[config.mk]
export PLATFORM = sky130hd
export DESIGN_NAME = alarm_irq_ctrl
export DESIGN_NICKNAME = d
export VERILOG_FILES = /design/src/rtl/alarm_irq_pkg.sv /design/src/rtl/alarm_sticky.sv /design/src/rtl/irq_driver.sv /design/src/rtl/cfg_src_sel.sv /design/src/rtl/alarm_irq_ctrl.sv
export SDC_FILE = /design/constraint.sdc
export NUM_CORES = 1
export LEC_CHECK = 0
export BUFFER_PORTS_ARGS = -buffer_cell sky130_fd_sc_hd__buf_4
export CORE_MARGIN = 10
export CORE_UTILIZATION = 51
export DETAILED_ROUTE_END_ITERATION = 6
export PLACE_DENSITY = 0.83
export SLEW_MARGIN = 20
export SYNTH_ARGS = -nofsm -noshare
export SYNTH_HDL_FRONTEND = slang
export SYNTH_SLANG_ARGS = --single-unit
[constraint.sdc]
create_clock -name clk -period 3.3 [get_ports clk]
set_input_delay 0.165 -clock clk [delete_from_list [all_inputs] [get_ports clk]]
set_output_delay 0.165 -clock clk [all_outputs]
set_load 0.1 [all_outputs]
[src/rtl/alarm_irq_pkg.sv]
package alarm_irq_pkg;
   localparam int ADDR_W = 8;
   localparam int DATA_W = 8;

   localparam logic [ADDR_W-1:0] A_STATUS = 8'h00;
   localparam logic [ADDR_W-1:0] A_ENABLE = 8'h01;
   localparam logic [ADDR_W-1:0] A_IRQCFG = 8'h02;
   localparam logic [ADDR_W-1:0] A_SETCFG = 8'h03;
   localparam logic [ADDR_W-1:0] A_LIVE   = 8'h04;

   // field positions inside the setting-config register
   localparam int F_PAR     = 0;
   localparam int F_RATIO   = 1;
   localparam int F_CLKDIR  = 3;
   localparam int F_SELPAR  = 4;
   localparam int F_SELRAT  = 5;
   localparam int F_SELCLK  = 6;

   localparam logic [DATA_W-1:0] SETCFG_RST = 8'h70;

   typedef enum logic [1:0] {
      RATIO_16 = 2'b00,
      RATIO_10 = 2'b01,
      RATIO_8  = 2'b10,
      RATIO_4  = 2'b11
   } ratio_e;
endpackage

[src/rtl/alarm_sticky.sv]
module alarm_sticky #(
   parameter int N = 3
) (
   input  logic         clk,
   input  logic         rst_n,
   input  logic [N-1:0] src,
   input  logic [N-1:0] clr,
   output logic [N-1:0] status
);
   initial begin
      if (N < 1) $error("alarm_sticky: N must be at least 1");
   end

   logic [N-1:0] src_q;

   always_ff @(posedge clk or negedge rst_n) begin
      if (!rst_n) src_q <= '0;
      else        src_q <= src;
   end

   for (genvar i = 0; i < N; i++) begin : g_bit
      logic rise;
      assign rise = src[i] & ~src_q[i];
      always_ff @(posedge clk or negedge rst_n) begin
         if (!rst_n)       status[i] <= 1'b0;
         else if (rise)    status[i] <= 1'b1;
         else if (clr[i])  status[i] <= 1'b0;
      end
   end
endmodule

[src/rtl/irq_driver.sv]
module irq_driver #(
   parameter int N = 3
) (
   input  logic         clk,
   input  logic         rst_n,
   input  logic [N-1:0] status,
   input  logic [N-1:0] enable,
   input  logic         invert,
   input  logic         open_drain,
   output logic         active,
   output logic         pin_out,
   output logic         pin_oe
);
   always_ff @(posedge clk or negedge rst_n) begin
      if (!rst_n) active <= 1'b0;
      else        active <= |(status & enable);
   end

   always_comb begin
      if (open_drain) begin
         pin_oe  = active;
         pin_out = ~invert;
      end else begin
         pin_oe  = 1'b1;
         pin_out = active ^ invert;
      end
   end
endmodule

[src/rtl/cfg_src_sel.sv]
module cfg_src_sel #(
   parameter int W = 1
) (
   input  logic         host_mode,
   input  logic         use_reg,
   input  logic [W-1:0] reg_val,
   input  logic [W-1:0] pin_val,
   output logic [W-1:0] eff_val
);
   initial begin
      if (W < 1) $error("cfg_src_sel: W must be at least 1");
   end

   assign eff_val = (host_mode && use_reg) ? reg_val : pin_val;
endmodule

[src/rtl/alarm_irq_ctrl.sv]
module alarm_irq_ctrl
   import alarm_irq_pkg::*;
#(
   parameter int NUM_ALARMS = 3
) (
   input  logic              clk,
   input  logic              rst_n,
   input  logic [NUM_ALARMS-1:0] alarm_src,
   input  logic [ADDR_W-1:0] bus_addr,
   input  logic [DATA_W-1:0] bus_wdata,
   input  logic              bus_we,
   output logic [DATA_W-1:0] bus_rdata,
   input  logic              host_mode,
   input  logic              pin_parity_odd,
   input  logic [1:0]        pin_ratio,
   input  logic              pin_clk_dir,
   output logic              cfg_parity_odd,
   output logic [1:0]        cfg_ratio,
   output logic              cfg_clk_dir,
   output logic              irq_out,
   output logic              irq_oe
);
   localparam int PAD_W = DATA_W - NUM_ALARMS;

   initial begin
      if (NUM_ALARMS < 1 || NUM_ALARMS >= DATA_W)
         $error("alarm_irq_ctrl: NUM_ALARMS out of range");
   end

   logic [NUM_ALARMS-1:0] status_q;
   logic [NUM_ALARMS-1:0] enable_q;
   logic [1:0]            irqcfg_q;
   logic [DATA_W-1:0]     setcfg_q;
   logic [NUM_ALARMS-1:0] clr;
   logic                  irq_act;
   logic                  cfg_inv;
   logic                  cfg_od;

   assign cfg_inv = irqcfg_q[0];
   assign cfg_od  = irqcfg_q[1];
   assign clr = (bus_we && bus_addr == A_STATUS) ? bus_wdata[NUM_ALARMS-1:0] : '0;

   always_ff @(posedge clk or negedge rst_n) begin
      if (!rst_n) begin
         enable_q <= '0;
         irqcfg_q <= '0;
         setcfg_q <= SETCFG_RST;
      end else if (bus_we) begin
         case (bus_addr)
            A_ENABLE: enable_q <= bus_wdata[NUM_ALARMS-1:0];
            A_IRQCFG: irqcfg_q <= bus_wdata[1:0];
            A_SETCFG: setcfg_q <= {1'b0, bus_wdata[6:0]};
            default:  ;
         endcase
      end
   end

   always_comb begin
      case (bus_addr)
         A_STATUS: bus_rdata = {{PAD_W{1'b0}}, status_q};
         A_ENABLE: bus_rdata = {{PAD_W{1'b0}}, enable_q};
         A_IRQCFG: bus_rdata = {{(DATA_W-2){1'b0}}, irqcfg_q};
         A_SETCFG: bus_rdata = setcfg_q;
         A_LIVE:   bus_rdata = {{PAD_W{1'b0}}, alarm_src};
         default:  bus_rdata = '0;
      endcase
   end

   alarm_sticky #(.N(NUM_ALARMS)) u_sticky (
      .clk    (clk),
      .rst_n  (rst_n),
      .src    (alarm_src),
      .clr    (clr),
      .status (status_q)
   );

   irq_driver #(.N(NUM_ALARMS)) u_irq (
      .clk        (clk),
      .rst_n      (rst_n),
      .status     (status_q),
      .enable     (enable_q),
      .invert     (cfg_inv),
      .open_drain (cfg_od),
      .active     (irq_act),
      .pin_out    (irq_out),
      .pin_oe     (irq_oe)
   );

   cfg_src_sel #(.W(1)) u_sel_par (
      .host_mode (host_mode),
      .use_reg   (setcfg_q[F_SELPAR]),
      .reg_val   (setcfg_q[F_PAR]),
      .pin_val   (pin_parity_odd),
      .eff_val   (cfg_parity_odd)
   );

   cfg_src_sel #(.W(2)) u_sel_ratio (
      .host_mode (host_mode),
      .use_reg   (setcfg_q[F_SELRAT]),
      .reg_val   (setcfg_q[F_RATIO+1:F_RATIO]),
      .pin_val   (pin_ratio),
      .eff_val   (cfg_ratio)
   );

   cfg_src_sel #(.W(1)) u_sel_clk (
      .host_mode (host_mode),
      .use_reg   (setcfg_q[F_SELCLK]),
      .reg_val   (setcfg_q[F_CLKDIR]),
      .pin_val   (pin_clk_dir),
      .eff_val   (cfg_clk_dir)
   );
endmodule

==> results.txt, run 1 <==
The flow ran to the end, and the final reports show no timing, DRC or antenna violations. The total count of hold-check failures in the final report came out at 0. The remaining global-route overflow is 0. The relative area change from synthesis to final layout is 33.8%. The portion of synthesized cell area occupied by the leading cell type came out at 37.3%. The average wire per cell in the routed design is 16.2 um. At the end of routability-driven placement, the weighted congestion stood at 0.885. The vias after detailed routing came out at 888. The initial antenna violation count came to 0. Row generation in the floorplan step produced 16 rows. STA classifies the critical path endpoint as an output pin. The static leakage power is 0.000683 uW. The largest net degree at the start of global routing is 20. Global routing consumed, over all layers together, 11.7% of the routing resources.

The placement-stage cell area is 1370 sq um. The pre-antenna-repair detailed-routing pass consisted of 6 iterations. The path class of the tightest hold or removal check is input pin to flip-flop. The post-CTS clock slew at the launch and capture registers of the worst setup and hold paths came out at 0.09 ns. The cell sitting at the root of the clock tree is a sky130_fd_sc_hd__clkbuf_4.

The latest clock arrival within the worst-skew pair is 0.29 ns. The critical path is of the input pin to output pin type. The total power density per cell area came out at 345 nW/um^2. The max-capacitance violation count is 0. Once the floorplan was initialized, standard cells occupied 54.2% of the core. The post-layout minimum cycle time came out at 1.98 ns. The worst-path cell with the longest stage delay is sky130_fd_sc_hd__or4_1.

During I/O placement, the number of pins put on the boundary was 41. The mean instance size in the synthesized netlist is 11.7 sq um. Setup violations remaining at the end of the flow were counted as 0.

In this design, the largest share of critical-path delay is due to simple AND/OR/NAND/NOR gates. Along the worst path, the maximum fanout reaches 6. Adding up every negative setup slack in the final design gives 0 ns. The count of antenna diodes in the layout came out at 0.

The design draws 496 uW. The headroom to the max-slew limit came out at 64.0%. For the worst setup path, the data required time is 3.13 ns.

The floorplan step defined a die boundary enclosing 4340 sq um. The count of buffers added by post-CTS timing repair for setup is 0. The post-layout net count came out at 161. The cell area after synthesis came out at 1070 sq um. The net count after synthesis is 119. Counting tap cells, the placed design contains a total of 152 instances. The critical path goes through buf_4 > or4_1 > or2_2 > a31oi_1 > buf_4.

The number of distinct library cells after synthesis is 31. The first global-routing pass estimated 4190 um of wire. The initial detailed-routing violation count is 22. The post-synthesis cell count came out at 92. The peak per-stage delay on the critical path is 0.69 ns. The startpoint kind of the worst setup timing path is an input pin. Across the routed clock network, the largest skew measured is 0.00827 ns.

The proportion of register bits with asynchronous set or reset after synthesis came out at 100%. The routed wire length is 2600 um. IR analysis of the VDD net gives a maximum drop of 0.354 mV. Setup repair after global routing left no endpoint under its margin.

Static timing analysis puts the maximum clock frequency at 504 MHz. The worst path buffer plus inverter count came out at 2. The count of port buffers added during placement is 38. Among the stages of the critical path, the cell type that occurs most often is sky130_fd_sc_hd__buf_4.

Cells with a size suffix above 1 make up 52.6% of the layout. The non-filler instance count after layout came out at 160. For this run, the leading register cell type out of synthesis is sky130_fd_sc_hd__dfrtp_1. The final design utilization came out at 72.5%. The number of levels the H-tree was split into came out at 1.

At the pin with the least slew margin, the transition time is 0.539 ns. The total clock buffers created by CTS is 3. Detailed placement ended at an HPWL of 2140 um. The count of flip-flops with a built-in enable after synthesis came out at 0. The arrival time at the worst endpoint came out at 1.82 ns. The via count of the first global-routing pass came out at 922. The cell type with the largest total area after synthesis is sky130_fd_sc_hd__dfrtp_1. The width of the chip is 65.9 um. Measured along the y axis, the die boundary spans 65.9 um.

TritonCTS built the clock tree. The core area came out at 1980 sq um. Yosys attributes the largest share of cell area to sky130_fd_sc_hd__dfrtp_1 (37%), sky130_fd_sc_hd__mux2_2 (20%), sky130_fd_sc_hd__dfstp_2 (7.3%), sky130_fd_sc_hd__and4_1 (3.3%), sky130_fd_sc_hd__mux2i_1 (2.8%).

The largest buffer count on any clock path came out at 2. After layout, the worst path uses 60.1% of the clock period. The number of synthesized register bits came out at 19.

The number of max-slew violations in the final report came out at 0. Once detail routing completed, the nets flagged for antenna violations numbered 0. The number of warnings reported in the yosys synthesis log came out at 0. The tree built by TritonCTS fans out to 19 sinks. The finished cells cover 1440 sq um.

The count of unresolved DRC violations after routing is 0. The fraction of the yosys area taken by sequential cells is 44.6%. After detailed routing, the number of vias per cell comes to 5.55.
==> final timing paths <==
check	from	endpoint	slack [ns]	cells past startpoint
min in group asynchronous	rst_n	u_sticky.src_q[1]	0.27	2
max	bus_addr[5]	bus_rdata[1]	1.32	5
min	bus_wdata[5]	setcfg_q[5]	0.11	2
max in group asynchronous	rst_n	setcfg_q[6]	2.77	2
min reg2reg	u_sticky.src_q[0]	u_sticky.status[0]	0.42	1
max reg2reg	u_sticky.status[0]	u_irq.active	2.29	2
==> placed cells by master (no fill, tap or decap), drive strengths merged, types with 2 or more instances in the layout <==
cell,instances
and4,4
mux2i,3
dfrtp,16
o21ai,3
dlygate4sd3,4
o41ai,3
nand2,5
inv,4
a21oi,2
clkbuf,3
dfstp,3
nor2,3
mux2,19
buf,38
nor4b,2
or3,3
nand2b,4
==> worst register-to-register path, stage by stage (launching register included) <==
cell,delay (ns)
sky130_fd_sc_hd__dfrtp_1,0.42
sky130_fd_sc_hd__a222oi_1,0.39
sky130_fd_sc_hd__inv_1,0.08
==> registers in the layout, indices dropped and copies added, names as in the netlist <==
name,cells
u_irq.active,1
setcfg_q,7
u_sticky.src_q,3
irqcfg_q,2
u_sticky.status,3
enable_q,3
==> where the power goes <==
group          total (uW)  internal, uW  switching, uW
combinational         134          49.8           84.3
clock                 111          45.0           65.7
sequential            251           245           6.67
==> per-layer routing <==
layer  track usage [%]  wire, um  vias up
li1                  -         -      426
met1              13.0      1040      428
met2              20.8      1330       32
met3              3.90       220        2
met4              2.67         8        0
met5                 0         0        -
==> synth_stat cells, drive strengths merged, types with 3 or more instances <==
library cell and n:
mux2 19, dfrtp 16, nand2 5, and4 4, inv 4, nand2b 4
clkbuf 3, dfstp 3, mux2i 3, nor2 3, o21ai 3, o41ai 3
or3 3
==> repair_timing <==
item                      in CTS  in global routing
hold buffers                   4                  0
hold endpoints to repair      22                  0
resized for setup              0                  0
==> cell type report <==
cell class,instances,area (sq um)
flip-flops and latches,19,479
clock inverters,1,5.00
repair buffers,42,325
well taps,27,33.8
multi-input cells,64,556
inverters,4,15.0
clock buffers,3,22.5
fillers,136,546
==> per-stage QoR <==
step,worst slack (ns),hold WS (ns)
floorplan,0.458,-0.131
global placement,1.32,0.0436
detailed placement,1.31,0.0465
CTS,1.31,0.101
global route,1.27,0.103
finish,1.32,0.110
==> cell families (layout without fill, tap and decap cells) <==
group / Yosys count / in the layout / synth area share [%]
compound gates: 11 / 11 / 7.11
xor+xnor: 1 / 1 / 0.816
buf+inv: 9 / 50 / 3.61
flops: 19 / 19 / 44.6
mux: 22 / 22 / 22.7
other cells: 1 / 1 / 0.349
simple gates: 29 / 29 / 20.7
(Power assumes the default switching activity.)
==> inputs of run 2 (changes only) <==
CORE_UTILIZATION = 48   (was 51)
PLACE_DENSITY = 0.79   (was 0.83)
clock period = 1.9 ns   (was 3.3 ns; I/O delays follow)
==> run 2 against run 1 <==
Clock skew increased by 0.00076 ns. Critical path type unchanged. Clock-buffer cell count up 1. Highest routed layer unchanged. Die area is 4.3% higher. Hold slack got worse by 0.072 ns. Design area increased by 3.7%. Wire length increased by 1.0%.
==> results.txt, run 2 (same netlist as run 1, synthesis figures left out) <==
The routing usage on met2 is 21.6% (+0.79 points). The total power density per cell area came out at 590 nW/um^2 (+71%). The core area is 2170 sq um (+9.5%). After global routing, the most crowded layer is met2. The row count came out at 17 (+1). The latest clock arrival within the worst-skew pair came to 0.29 ns (about the same).

The headroom to the max-slew limit came out at 66.5% (+2.5 points). The count of endpoints failing setup in the final report came out at 0 (unchanged). The global routing usage on met3 was 3.80% (-0.097 points).

The average wire per cell in the routed design came out at 16.2 um (-0.25%). The post-cts sizing count came out at 0 (unchanged). The floorplan die height is 67.3 um (+2.1%).

The minimum setup slack in the final design is 0.205 ns (-1.11 ns). The required time reported for the critical path endpoint is 1.80 ns (-1.33 ns). The count of buffers added by post-CTS timing repair for setup came out at 0 (unchanged).

The floorplan die area is 4530 sq um (+4.3%). The flip-flop count of the largest register, all copies and words added came out at 7 (unchanged). The hold buffer count at CTS came out at 4 (unchanged).

The final instance area came out at 1490 sq um (+3.7%). The proportion of power drawn by the clock network came out at 22.7% (+0.4 points). The arrival time at the worst endpoint came out at 1.60 ns (-0.22 ns). The achievable clock frequency came out at 590 MHz. The non-filler instance count after layout came out at 162 (+1.3%). The count of port buffers added during placement is 38 (unchanged).

The max-capacitance violation count came out at 0 (unchanged). The post-layout net count came to 162 (+0.62%). The post-detailed-placement half-perimeter wirelength is 2130 um (-0.23%). The total number of clock tree sinks is 19 (unchanged). The power share of the combinational group came out at 27.5% (+0.5 points).

The total count of hold-check failures in the final report came out at 0 (unchanged). The worst clock skew came out at 0.00903 ns (+0.000762 ns). The count of pins on the block boundary came out at 41 (unchanged). The number of levels the H-tree was split into is 1 (unchanged).

The number of iterations in the first detailed-routing pass came to 6 (unchanged). The initial antenna violation count came out at 0 (unchanged). The first-pass GRT wire length is 4480 um (+6.9%). The count of antenna diodes in the layout came out at 0 (unchanged).

The vias after detailed routing is 889 (+0.11%). The placer's final routability congestion estimate is 0.843 (-4.7%). The number of max-slew violations in the final report is 0 (unchanged). The via density per instance came out at 5.49 (-1.1%). The startpoint kind of the worst setup timing path is an input pin. The post-CTS clock slew at the launch and capture registers of the worst setup and hold paths is 0.10 ns (about the same).

The met1 track demand over resource came out at 13.6% (+0.63 points). The count of unresolved DRC violations after routing came out at 0 (unchanged). The total clock buffers created by CTS is 3 (unchanged). The largest vdd supply drop is 0.487 mV (+37%). The largest net degree at the start of global routing is 20 (unchanged). The final clock period utilization by the worst path came out at 89.2%. The setup path with the least slack is of type input pin to output pin.

The number of fillers in the final layout is 176 (+29%). The number of cells in the design after placement came out at 154 (+1.3%). The fraction of final layout cells with drive strength greater than 1 is 55.2% (+2.6 points). The tightest min-delay check is of the input pin to flip-flop type. The run finished with clean final reports. The routed wire length was 2620 um (+1.0%). The initial core utilization came out at 49.5% (-4.7 points). The root buffer cell chosen for the clock tree is sky130_fd_sc_hd__clkbuf_4. The clock tree from TritonCTS is built. The top fanout value on the critical path is 3 (-3).

The largest buffer count on any clock path came out at 2 (unchanged). The cell-internal power is 597 uW (+76%). The kind of end point of the critical path is an output pin.

The width of the chip is 67.3 um (+2.1%). The remaining global-route overflow is 0 (unchanged). Ranked by flip-flop count, first place goes to setcfg_q. The switching share of total power is 32.0% (+0.41 points). Setup repair after global routing left no endpoint under its margin. The relative area change from synthesis to final layout is 38.7%. The final design utilization is 68.6% (-3.8 points). The static leakage power was 0.000693 uW (+1.5%). The initial detailed-routing violation count came out at 51 (+130%). The library cells used most frequently in the layout, excluding fill and tap cells, are sky130_fd_sc_hd__buf_4 (39), sky130_fd_sc_hd__mux2_2 (19), sky130_fd_sc_hd__dfrtp_1 (16), sky130_fd_sc_hd__nand2_1 (5). The count of antenna-violating nets left after detailed routing came to 0 (unchanged). The sequential power share came out at 49.8% (-0.9 points). The transition time of the tightest slew-check pin is 0.501 ns (-0.0375 ns). The net switching power of the design is 281 uW (+79%). The post-placement setup slack is 0.149 ns (-1.16 ns). The placement-stage cell area came out at 1420 sq um (+3.9%). The overall track demand over capacity in global routing came out at 12.4% (+0.72 points). The most frequent standard cell in the layout excluding fill and tap cells is sky130_fd_sc_hd__buf_4. The setup TNS after final layout is 0 ns (unchanged). The via count of the first global-routing pass came out at 1007 (+9.2%). The post-layout minimum cycle time came out at 1.70 ns.
[run 2: critical path: stages]
cell and delay [ns]:
sky130_fd_sc_hd__dlygate4sd3_1 0.52, sky130_fd_sc_hd__buf_4 0.11, sky130_fd_sc_hd__mux2i_1 0.06, sky130_fd_sc_hd__or3_1 0.35, sky130_fd_sc_hd__a31oi_4 0.15, sky130_fd_sc_hd__buf_4 0.31
[run 2: routing by layer]
layer / share of wire, % / vias to the layer above
li1: - / 422
met1: 40 / 429
met2: 50 / 34
met3: 9.1 / 4
met4: 0.80 / 0
met5: 0 / -
[run 2: path summary, 6_finish.rpt]
kind | from | to | slack, ns | cells after the start
setup / recovery | alarm_src[1] | bus_rdata[1] | 0.20 | 6
hold / removal | bus_wdata[5] | setcfg_q[5] | 0.04 | 2
setup reg to reg | u_sticky.status[0] | u_irq.active | 0.91 | 2
hold reg to reg | u_sticky.src_q[0] | u_sticky.status[0] | 0.42 | 1
max in group asynchronous | rst_n | setcfg_q[4] | 1.43 | 2
min in group asynchronous | rst_n | u_sticky.src_q[0] | 0.20 | 2
[run 2: power groups by stage]
| stage | sequential, uW | combinational (uW) | clock, uW |
|---|---|---|---|
| finish | 437 | 241 | 199 |
| global route | 440 | 258 | 218 |
| CTS | 437 | 243 | 201 |
| detailed placement | 445 | 236 | 0 |
| global placement | 444 | 232 | 0 |
| floorplan | 441 | 162 | 0 |
[run 2: final cells by class]
type | count | area, sq um | share of cell area [%]
inverters | 4 | 15.0 | 1.01
repair buffers | 43 | 333 | 22.4
well taps | 28 | 35.0 | 2.35
flip-flops and latches | 19 | 479 | 32.2
multi-input cells | 64 | 601 | 40.3
clock buffers | 4 | 26.3 | 1.76
[run 2: metrics by stage]
stage | hold slack [ns] | total power, uW
after floorplan | -0.201 | 603
after global placement | -0.0250 | 676
after detailed placement | -0.0236 | 681
after CTS | 0.0359 | 882
after global routing | 0.0249 | 915
final | 0.0378 | 878
